## src/rtl/gpio_bank_pkg.sv

```systemverilog
package gpio_bank_pkg;
  localparam int unsigned ADDR_W = 3;
  localparam int unsigned BYTE_W = 8;

  typedef enum logic [ADDR_W-1:0] {
    OFS_DIR  = 3'd0,
    OFS_DATA = 3'd1,
    OFS_POL  = 3'd2,
    OFS_CAP  = 3'd3,
    OFS_MODE = 3'd4,
    OFS_RSV  = 3'd5
  } gpio_ofs_e;
endpackage

```

## src/rtl/gpio_sync.sv

```systemverilog
module gpio_sync #(
  parameter int unsigned W = 8
) (
  input  logic         clk,
  input  logic         rst_n,
  input  logic [W-1:0] d,
  output logic [W-1:0] q
);
  logic [W-1:0] meta_q;

  always_ff @(posedge clk or negedge rst_n) begin
    if (!rst_n) begin
      meta_q <= '0;
      q      <= '0;
    end else begin
      meta_q <= d;
      q      <= meta_q;
    end
  end
endmodule

```

## src/rtl/gpio_edge_status.sv

```systemverilog
module gpio_edge_status #(
  parameter int unsigned W = 8
) (
  input  logic         clk,
  input  logic         rst_n,
  input  logic [W-1:0] level,
  input  logic [W-1:0] usable,
  input  logic         clr,
  output logic [W-1:0] edge_v,
  output logic [W-1:0] cap
);
  logic [W-1:0] prev_q;
  logic [W-1:0] cap_q;

  assign edge_v = (level ^ prev_q) & usable;
  assign cap    = cap_q & usable;

  always_ff @(posedge clk or negedge rst_n) begin
    if (!rst_n) begin
      prev_q <= '0;
      cap_q  <= '0;
    end else begin
      prev_q <= level;
      if (clr) cap_q <= edge_v;
      else     cap_q <= (cap_q | edge_v) & usable;
    end
  end
endmodule

```

## src/rtl/gpio_pad_drive.sv

```systemverilog
module gpio_pad_drive #(
  parameter int unsigned W = 8
) (
  input  logic [W-1:0] dir,
  input  logic [W-1:0] mode,
  input  logic [W-1:0] level,
  input  logic [W-1:0] usable,
  output logic [W-1:0] oe,
  output logic [W-1:0] o
);
  for (genvar i = 0; i < W; i++) begin : g_pin
    logic drive;
    // Push-pull drives whenever output; open drain only pulls low.
    assign drive = usable[i] & ~dir[i] & (~mode[i] | ~level[i]);
    assign oe[i] = drive;
    assign o[i]  = drive & level[i];
  end
endmodule

```

## src/rtl/gpio_bank.sv

```systemverilog
module gpio_bank
  import gpio_bank_pkg::*;
#(
  parameter int unsigned NPINS = 8
) (
  input  logic                clk,
  input  logic                rst_n,
  input  logic                wr_en,
  input  logic                rd_en,
  input  logic [ADDR_W-1:0]   addr,
  input  logic [BYTE_W-1:0]   wdata,
  output logic [BYTE_W-1:0]   rdata,
  input  logic [NPINS-1:0]    pin_i,
  output logic [NPINS-1:0]    pin_o,
  output logic [NPINS-1:0]    pin_oe
);
  localparam int unsigned W = NPINS;

  logic [W-1:0] dir_q, data_q, pol_q, mode_q, rsv_q;
  logic [W-1:0] sync_v, level_in, usable, edge_v, cap_v, rd_view;
  logic         cap_rd;
  logic [BYTE_W-1:0] rd_mux;

  assign usable   = ~rsv_q;
  assign level_in = sync_v ^ pol_q;
  assign cap_rd   = rd_en && (addr == OFS_CAP);
  assign rd_view  = ((dir_q & level_in) | (~dir_q & data_q)) & usable;

  gpio_sync #(.W(W)) u_sync (
    .clk(clk), .rst_n(rst_n), .d(pin_i), .q(sync_v)
  );

  gpio_edge_status #(.W(W)) u_cap (
    .clk(clk), .rst_n(rst_n), .level(level_in), .usable(usable),
    .clr(cap_rd), .edge_v(edge_v), .cap(cap_v)
  );

  gpio_pad_drive #(.W(W)) u_pad (
    .dir(dir_q), .mode(mode_q), .level(data_q ^ pol_q), .usable(usable),
    .oe(pin_oe), .o(pin_o)
  );

  always_ff @(posedge clk or negedge rst_n) begin
    if (!rst_n) begin
      dir_q  <= '1;
      data_q <= '0;
      pol_q  <= '0;
      mode_q <= '0;
      rsv_q  <= '0;
    end else if (wr_en) begin
      case (addr)
        OFS_DIR:  dir_q  <= wdata[W-1:0];
        OFS_DATA: data_q <= wdata[W-1:0];
        OFS_POL:  pol_q  <= wdata[W-1:0];
        OFS_MODE: mode_q <= wdata[W-1:0];
        OFS_RSV:  rsv_q  <= wdata[W-1:0];
        default: ;
      endcase
    end
  end

  always_comb begin
    rd_mux = '0;
    case (addr)
      OFS_DIR:  rd_mux[W-1:0] = dir_q;
      OFS_DATA: rd_mux[W-1:0] = rd_view;
      OFS_POL:  rd_mux[W-1:0] = pol_q;
      OFS_CAP:  rd_mux[W-1:0] = cap_v;
      OFS_MODE: rd_mux[W-1:0] = mode_q;
      OFS_RSV:  rd_mux[W-1:0] = rsv_q;
      default: ;
    endcase
  end

  always_ff @(posedge clk or negedge rst_n) begin
    if (!rst_n)     rdata <= '0;
    else if (rd_en) rdata <= rd_mux;
    else            rdata <= '0;
  end
endmodule

```

## config.mk

```make
export PLATFORM = sky130hd
export DESIGN_NAME = gpio_bank
export DESIGN_NICKNAME = d
export VERILOG_FILES = /design/src/rtl/gpio_bank_pkg.sv /design/src/rtl/gpio_sync.sv /design/src/rtl/gpio_edge_status.sv /design/src/rtl/gpio_pad_drive.sv /design/src/rtl/gpio_bank.sv
export SDC_FILE = /design/constraint.sdc
export NUM_CORES = 1
export LEC_CHECK = 0
export BUFFER_PORTS_ARGS = -buffer_cell sky130_fd_sc_hd__buf_2
export CAP_MARGIN = 20
export CORE_MARGIN = 1.5
export CORE_UTILIZATION = 30
export CTS_BUF_LIST = sky130_fd_sc_hd__clkbuf_4
export DETAILED_ROUTE_END_ITERATION = 10
export SETUP_SLACK_MARGIN = 0.1
export SYNTH_ARGS = -nofsm -noshare
export SYNTH_HDL_FRONTEND = slang
export SYNTH_SLANG_ARGS = --single-unit
```

## constraint.sdc

```tcl
create_clock -name clk -period 1.5 [get_ports clk]
set_input_delay 0.15 -clock clk [delete_from_list [all_inputs] [get_ports clk]]
set_output_delay 0.15 -clock clk [all_outputs]
set_load 0.05 [all_outputs]
```

==> impl_metrics.env, run 1 <==
export IMPL_status="finished, violations left"
export IMPL_violations="setup timing"
export IMPL_nets=408
export IMPL_ys_types=39
export IMPL_firstDrtPassIters=4
export IMPL_path_max_fanout=2
export IMPL_utilization=0.4179
export IMPL_dieArea_mm2=0.01277
export IMPL_cts_inserted_buffers=9
export IMPL_rows=39
export IMPL_period_share=1.175
export IMPL_grt_max_degree=81
export IMPL_synth_xor_area_frac=0.05789
export IMPL_ys_warn_count=0
export IMPL_grt_pass1_wl_um=13700
export IMPL_synthSimpleGateAreaFrac=0.1234
export IMPL_track_usage=0.1402
export IMPL_arrival_ps=1610
export IMPL_io_pins=47
export IMPL_setup_viol=16
export IMPL_clock_sinks=80
export IMPL_via_per_inst=4.743
export IMPL_synth_nets=303
export IMPL_area_growth_pct=33.67
export IMPL_die_y_um=113.0
export IMPL_finalHoldViolations=0
export IMPL_ir_drop_v=0.0006792
export IMPL_fin_ws_ps=-263.1
export IMPL_timing_rr_start="pol_q[6]"
export IMPL_cts_max_level=3
export IMPL_worst_r2r_path_depth=4
export IMPL_synth_top_family_by_area="multiplexers"
export IMPL_finalWeightedCongestion=0.7936
export IMPL_hpwl_um=5706
export IMPL_power_density_mw_per_mm2=1394
export IMPL_worst_r2r_endpoint="rdata[6]"
export IMPL_cts_root_buf="clkbuf_4"
export IMPL_seq_area_frac_synth=0.5541
export IMPL_cts_tree="yes"
export IMPL_finalPower_w=0.006765
export IMPL_r2r_setup_slack_ps=100
export IMPL_design_area_mm2=0.004853
export IMPL_drv_cap=0
export IMPL_fillerInstances=1107
export IMPL_drt_iter0_drc=68
export IMPL_synth_area_per_cell_um2=12.97
export IMPL_synthMuxAreaShare=0.1461
export IMPL_holdPathEnd="rdata[6]"
export IMPL_cp_start_kind="register"
export IMPL_drc_errors=0
export IMPL_synth_compound_area_frac=0.08649
export IMPL_crit_path_end_kind="output pin"
export IMPL_netlist_area_mm2=0.003631
export IMPL_clock_tree_buffer_depth=2
export IMPL_synth_edf_count=0
export IMPL_dp_worst_setup_slack_ps=26.19
export IMPL_synth_flop_cell="dfrtp_1"
export IMPL_whs_path_depth=2
export IMPL_synth_adder_area_share=0
export IMPL_hp_start="rd_en"
export IMPL_maxSlewViolCount=0
export IMPL_avgRoutedWirePerCell_um=15.45
export IMPL_async_reset_ff_frac=1.000
export IMPL_leakagePower_nw=2.141
export IMPL_n_antenna_cell=0
export IMPL_grt_pass1_vias=2650
export IMPL_worst_pin_slew_ps=414.1
export IMPL_synth_seq_cells=80
export IMPL_fmax_mhz=567.2
export IMPL_fin_crit_ps=1763
export IMPL_placed_cell_area_mm2=0.004247
export IMPL_hold_path_class="primary input to register"
export IMPL_relSlewSlack=0.7239
export IMPL_initial_core_util=0.3126
export IMPL_antenna_found_initial=0
export IMPL_die_x_um=113.0
export IMPL_clk_pin_slew_ps=140
export IMPL_multi_input_area_mm2=0.001600
export IMPL_portBuffers=46
export IMPL_worst_clock_skew_ps=21.40
export IMPL_routed_wirelength_um=8233
export IMPL_dp_cells=490
export IMPL_regArea_mm2=0.002012
export IMPL_fp_coreArea_mm2=0.01161
export IMPL_drtAntennaViolNets=0
export IMPL_netlist_instances=280
export IMPL_fin_cells=533
export IMPL_vias=2528
export IMPL_gr_total_overflow=0
export IMPL_required_ps=1350
export IMPL_drive_gt1_frac=0.4821
export IMPL_rsz0062_at_grt="true"
export IMPL_crit_type="register to output pin"
export IMPL_clock_latency_ps=450
-- cell type report --
class | instances | share of cell area
clock buffers | 12 | 0.01856
clock inverters | 4 | 0.009539
inverters | 2 | 0.001547
multi-input cells | 182 | 0.3297
flip-flops and latches | 80 | 0.4145
well taps | 143 | 0.03687
repair buffers | 110 | 0.1892
-- state kept, by name, summed over array words and instances (netlist names) --
register / count
rdata: 8
data_q: 8
u_sync.q: 8
u_sync.meta_q: 8
rsv_q: 8
u_cap.prev_q: 8
dir_q: 8
u_cap.cap_q: 8
pol_q: 8
mode_q: 8
-- cells in the mapped netlist, drive strengths merged, types with 2 or more instances --
master,instances,area share
dfrtp,72,0.50
mux2,40,0.12
xor2,16,0.039
a211oi,15,0.031
and2,15,0.026
buf,14,0.028
nor3b,12,0.028
nand2,9,0.0093
nor2b,9,0.016
a21oi,8,0.011
dfstp,8,0.058
mux2i,8,0.022
xnor2,8,0.019
or2,5,0.0086
a22oi,4,0.0083
and3,4,0.0069
o21ai,4,0.0055
o221ai,4,0.0096
nand2b,3,0.0072
nor3,3,0.0086
o22a,3,0.0072
o32ai,3,0.0072
clkbuf,2,0.0021
inv,2,0.0021
-- cell usage in the layout (no fill, tap or decap), drive strengths merged --
cell,instances
a211oi,15
a21oi,8
buf,93
nand2,9
nor3b,12
nand3b,1
mux2,40
bufinv,1
dfrtp,72
nand3,1
clkbuf,12
and3,4
xnor2,8
o22ai,1
dfstp,8
o32ai,3
o22a,3
clkinvlp,1
and2b,1
a22o,1
nand2b,3
a22oi,4
and2,15
nand4b,1
nor2b,9
o21ai,4
xor2,16
nor3,3
or2,5
dlygate4sd3,17
clkinv,2
a2111oi,1
o221ai,4
nor2,1
or3b,1
inv,2
mux2i,8
-- metrics by stage --
step	hold WS [ps]	setup TNS [ps]
CTS	30.66	-3905
floorplan	-145.6	0
global placement	212.8	0
detailed placement	217.2	0
finish	56.16	-3347
global route	26.42	-5174
-- report_power, final --
part	switching [W]	total (W)	internal, W
Sequential	0.000343	0.00298	0.00263
Combinational	0.00127	0.00252	0.00125
Clock	0.000714	0.00127	0.000558
Total	0.00233	0.00676	0.00444
-- cell families after synthesis --
| logic type | after synthesis |
|---|---|
| DFF | 80 |
| buffers and inverters | 18 |
| AOI/OAI and AO/OA | 44 |
| xor gates and xnor gates | 24 |
| muxes | 48 |
| and+or+nand+nor | 66 |
-- what timing repair did --
| item | 4_1_cts | 5_1_grt |
|---|---|---|
| hold endpoints to repair | 118 | 0 |
| setup buffers | 8 | 3 |
| pin swaps | 11 | 3 |
| hold buffers | 17 | 0 |
| setup endpoints to repair | 17 | 19 |
| resized for setup | 53 | 9 |
-- routing by layer --
| layer | vias up | routed length, µm | GRT usage |
|---|---|---|---|
| li1 | 1206 | - | - |
| met1 | 1267 | 4051 | 0.1894 |
| met2 | 49 | 3750 | 0.2190 |
| met3 | 6 | 363 | 0.04713 |
| met4 | 0 | 68 | 0.03250 |
| met5 | - | 0 | 0 |
-- worst max-delay path: stages (launching register included) --
cell	delay (ps)
dfrtp_1	420
xor2_1	190
a211oi_2	230
and2_2	190
buf_6	150
-- worst max-delay path by stage --
| stage | slack [ps] | cells after the start | endpoint | from |
|---|---|---|---|---|
| 6_report | -260 | 4 | pin_o[4] | data_q[4] |
| 5_1_grt | -380 | 4 | pin_o[4] | data_q[4] |
| 4_1_cts | -290 | 4 | pin_o[4] | data_q[4] |
| 3_5_place_dp | 30 | 4 | pin_o[4] | data_q[4] |
| 3_3_place_gp | 30 | 4 | pin_o[3] | pol_q[3] |
| 2_1_floorplan | 160 | 3 | rdata[6] | pol_q[6] |
Power figures use the tool's default switching activity.
==> run 2: changes to the inputs <==
--- a/config.mk
+++ b/config.mk
@@ -5,6 +5,7 @@
 export SDC_FILE = /design/constraint.sdc
 export NUM_CORES = 1
 export LEC_CHECK = 0
+export ABC_AREA = 1
 export BUFFER_PORTS_ARGS = -buffer_cell sky130_fd_sc_hd__buf_2
 export CAP_MARGIN = 20
 export CORE_MARGIN = 1.5
==> run 2 against run 1 <==
Against the previous run: the flow still finishes with violations (setup timing); wire length is 20% higher; die area is 8.8% higher; non-clock buffer count is 18 lower; combinational power is 8.3% lower; clock-buffer cell count is 3 lower; synthesized cell count is 63% higher; utilization is 3.4 points lower; global-route usage is 1.0 points higher; total power is 5.6% lower; register-to-register slack better by 130 ps; clock skew is 3.0 ps lower; highest routed layer unchanged.
==> impl_metrics.env, run 2 <==
export IMPL_p_sw_frac=0.3850
export IMPL_drt_iter0_drc=204
export IMPL_crit_type="register to output pin"
export IMPL_synth_area_top_cells="dfrtp_1 46%, nand2_1 11%, inv_1 6.2%"
export IMPL_setup_viol=16
export IMPL_crit_path_end_kind="output pin"
export IMPL_p_seq_frac=0.442
export IMPL_io_pins=47
export IMPL_period_share=1.114
export IMPL_path_max_fanout=2
export IMPL_die_x_um=117.9
export IMPL_clk_pin_slew_ps=140
export IMPL_synth_area_per_cell_um2=8.663
export IMPL_hold_path_class="primary input to register"
export IMPL_path_cells="xor2_2 > nand2_2 > buf_4 > nand3_2 > inv_2 > buf_8"
export IMPL_whs_path_depth=3
export IMPL_fin_ws_ps=-171.1
export IMPL_slowest_stage="dfrtp_1"
export IMPL_multi_input_area_mm2=0.001549
export IMPL_status="finished, violations left"
export IMPL_track_usage=0.1502
export IMPL_worst_pin_slew_ps=443.9
export IMPL_layout_commonest_cell="nand2_1"
export IMPL_cp_start_kind="register"
export IMPL_layout_common_cells="115 x nand2_1, 72 x dfrtp_1, 62 x inv_1"
export IMPL_gr_total_overflow=0
export IMPL_rows=41
export IMPL_grt_pass1_wl_um=16540
export IMPL_power_switching_w=0.002457
export IMPL_dp_cells=672
export IMPL_cts_max_level=3
export IMPL_area_growth_pct=23.51
export IMPL_fin_cells=716
export IMPL_fmax_mhz=598.4
export IMPL_async_reset_ff_frac=1.000
export IMPL_cp_top_family="flip-flops"
export IMPL_worst_r2r_endpoint="u_cap.cap_q[6]"
export IMPL_cp_slowest_stage_delay_ps=430
export IMPL_relSlewSlack=0.7035
export IMPL_synth_edf_count=0
export IMPL_worst_clock_skew_ps=18.36
export IMPL_clock_sinks=80
export IMPL_clockPowerShare=0.196
export IMPL_timing_rr_start="pol_q[6]"
export IMPL_ys_types=20
export IMPL_vias=3265
export IMPL_synth_nets=480
export IMPL_antenna_found_initial=0
export IMPL_via_per_inst=4.560
export IMPL_clock_tree_buffer_depth=2
export IMPL_drtAntennaViolNets=0
export IMPL_clock_latency_ps=440
export IMPL_cts_tree="yes"
export IMPL_ys_warn_count=0
export IMPL_worstSetupPathDepth=6
export IMPL_fillerInstances=1352
export IMPL_violations="setup timing"
export IMPL_fin_crit_ps=1671
export IMPL_finalHoldViolations=0
export IMPL_avgRoutedWirePerCell_um=13.76
export IMPL_maxSlewViolCount=0
export IMPL_n_antenna_cell=0
export IMPL_seq_area_frac_synth=0.5082
export IMPL_cp_num_buf_inv=3
export IMPL_dieArea_mm2=0.01389
export IMPL_grt_max_degree=33
export IMPL_fp_coreArea_mm2=0.01272
export IMPL_yosys_area_top_type="dfrtp_1"
export IMPL_initial_core_util=0.3112
export IMPL_holdPathEnd="rsv_q[0]"
export IMPL_nets=562
export IMPL_drc_errors=0
export IMPL_finalWeightedCongestion=0.8137
export IMPL_regArea_mm2=0.002012
export IMPL_worst_r2r_path_depth=7
export IMPL_die_y_um=117.9
export IMPL_ir_drop_v=0.0007268
export IMPL_yosysTopAreaCellShare=0.4551
export IMPL_arrival_ps=1520
export IMPL_holdWs_ps=26.15
export IMPL_routed_wirelength_um=9849
export IMPL_grt_pass1_vias=3294
export IMPL_netlist_instances=457
export IMPL_hpwl_um=6783
export IMPL_firstDrtPassIters=4
export IMPL_leakagePower_nw=2.538
export IMPL_post_synth_top_count_cell="nand2_1"
export IMPL_cts_root_buf="clkbuf_4"
export IMPL_synthTopCellsByCount="116 x nand2_1, 72 x dfrtp_1, 65 x inv_1"
export IMPL_power_density_mw_per_mm2=1305
export IMPL_synth_seq_cells=80
export IMPL_drive_gt1_frac=0.2555
export IMPL_netlist_area_mm2=0.003959
export IMPL_hp_start="wdata[0]"
export IMPL_portBuffers=46
export IMPL_drv_cap=0
export IMPL_internal_power_w=0.003926
export IMPL_synth_flop_cell="dfrtp_1"
export IMPL_p_comb_frac=0.362
export IMPL_r2r_setup_slack_ps=230
export IMPL_cts_inserted_buffers=9
export IMPL_rsz0062_at_grt="true"
export IMPL_required_ps=1350
==> run 2: cell types whose count changed after synthesis, sizes merged, moves of 16 or more <==
cell,before,now
nor2,1,26
nand4,0,26
a21oi,8,24
nand2,9,120
nand3,1,36
mux2,40,0
o21ai,4,40
inv,2,66
==> run 2: per-stage QoR <==
stage / cell area [µm²] / utilization / TNS, ps / setup slack [ps] / power (W)
global placement: 4397 / 0.3456 / 0 / 109.0 / 0.004733
floorplan: 3959 / - / 0 / 321.9 / 0.004351
CTS: 4826 / 0.3793 / -1493 / -118.3 / 0.006372
finish: 4890 / 0.3843 / -1274 / -171.1 / 0.006383
global route: 4890 / 0.3843 / -3055 / -268.3 / 0.006783
detailed placement: 4397 / 0.3456 / 0 / 51.50 / 0.004788
==> run 2: logic make-up (layout without fill, tap and decap cells) <==
logic type                Yosys count  in the layout  share of synthesized area
DFF                                80             80                     0.5082
xor gates and xnor gates           16             16                    0.03540
AOI/OAI and AO/OA                  64             64                    0.09608
and+or+nand+nor                   208            208                     0.2528
buffers and inverters              89            176                     0.1075
==> run 2: final cells by class <==
cell class                      instances  area share
Clock buffer                            9     0.01382
Clock inverter                          7     0.01254
Inverter                               68     0.05220
Multi-Input combinational cell        288      0.3168
Sequential cell                        80      0.4115
Tap cell                              172     0.04401
Timing Repair Buffer                   92      0.1492
==> run 2: metal layers <==
metal | global-route usage | wire length [µm]
met2 | 0.2478 | 4924
met5 | 0 | 0
met3 | 0.03488 | 428
met1 | 0.1945 | 4345
met4 | 0.04954 | 151
==> run 2: power groups by stage <==
stage,Sequential [W],Clock [W],Combinational [W]
2_1_floorplan,0.00289,0,0.00146
3_3_place_gp,0.00288,0,0.00185
3_5_place_dp,0.00290,0,0.00189
4_1_cts,0.00281,0.00130,0.00226
5_1_grt,0.00287,0.00139,0.00252
6_report,0.00282,0.00125,0.00231
==> run 2: worst max path at each step <==
stage                     slack [ps]      start        end
after floorplan                  320   pol_q[0]   pin_o[0]
after global placement           110    addr[1]   rdata[2]
after detailed placement          50    addr[1]   rdata[0]
after CTS                       -120   pol_q[6]   pin_o[6]
after global routing            -270  data_q[4]   pin_o[4]
final                           -170  data_q[4]  pin_oe[4]
==> run 2: worst reg2reg max path, cell delays in order (launching register included) <==
cell and delay, ps:
dfrtp_1 410, buf_4 140, buf_4 140, inv_1 60
nand2_1 70, nand2_1 100, xor2_1 180, a21oi_1 90
==> run 2: timing repair <==
| action | CTS | global route |
|---|---|---|
| setup endpoints to repair | 16 | 16 |
| pin swaps | 7 | 6 |
| gates resized for setup | 34 | 7 |
| buffers inserted | 14 | 5 |
| hold buffers | 9 | 0 |
| hold endpoints to repair | 83 | 0 |
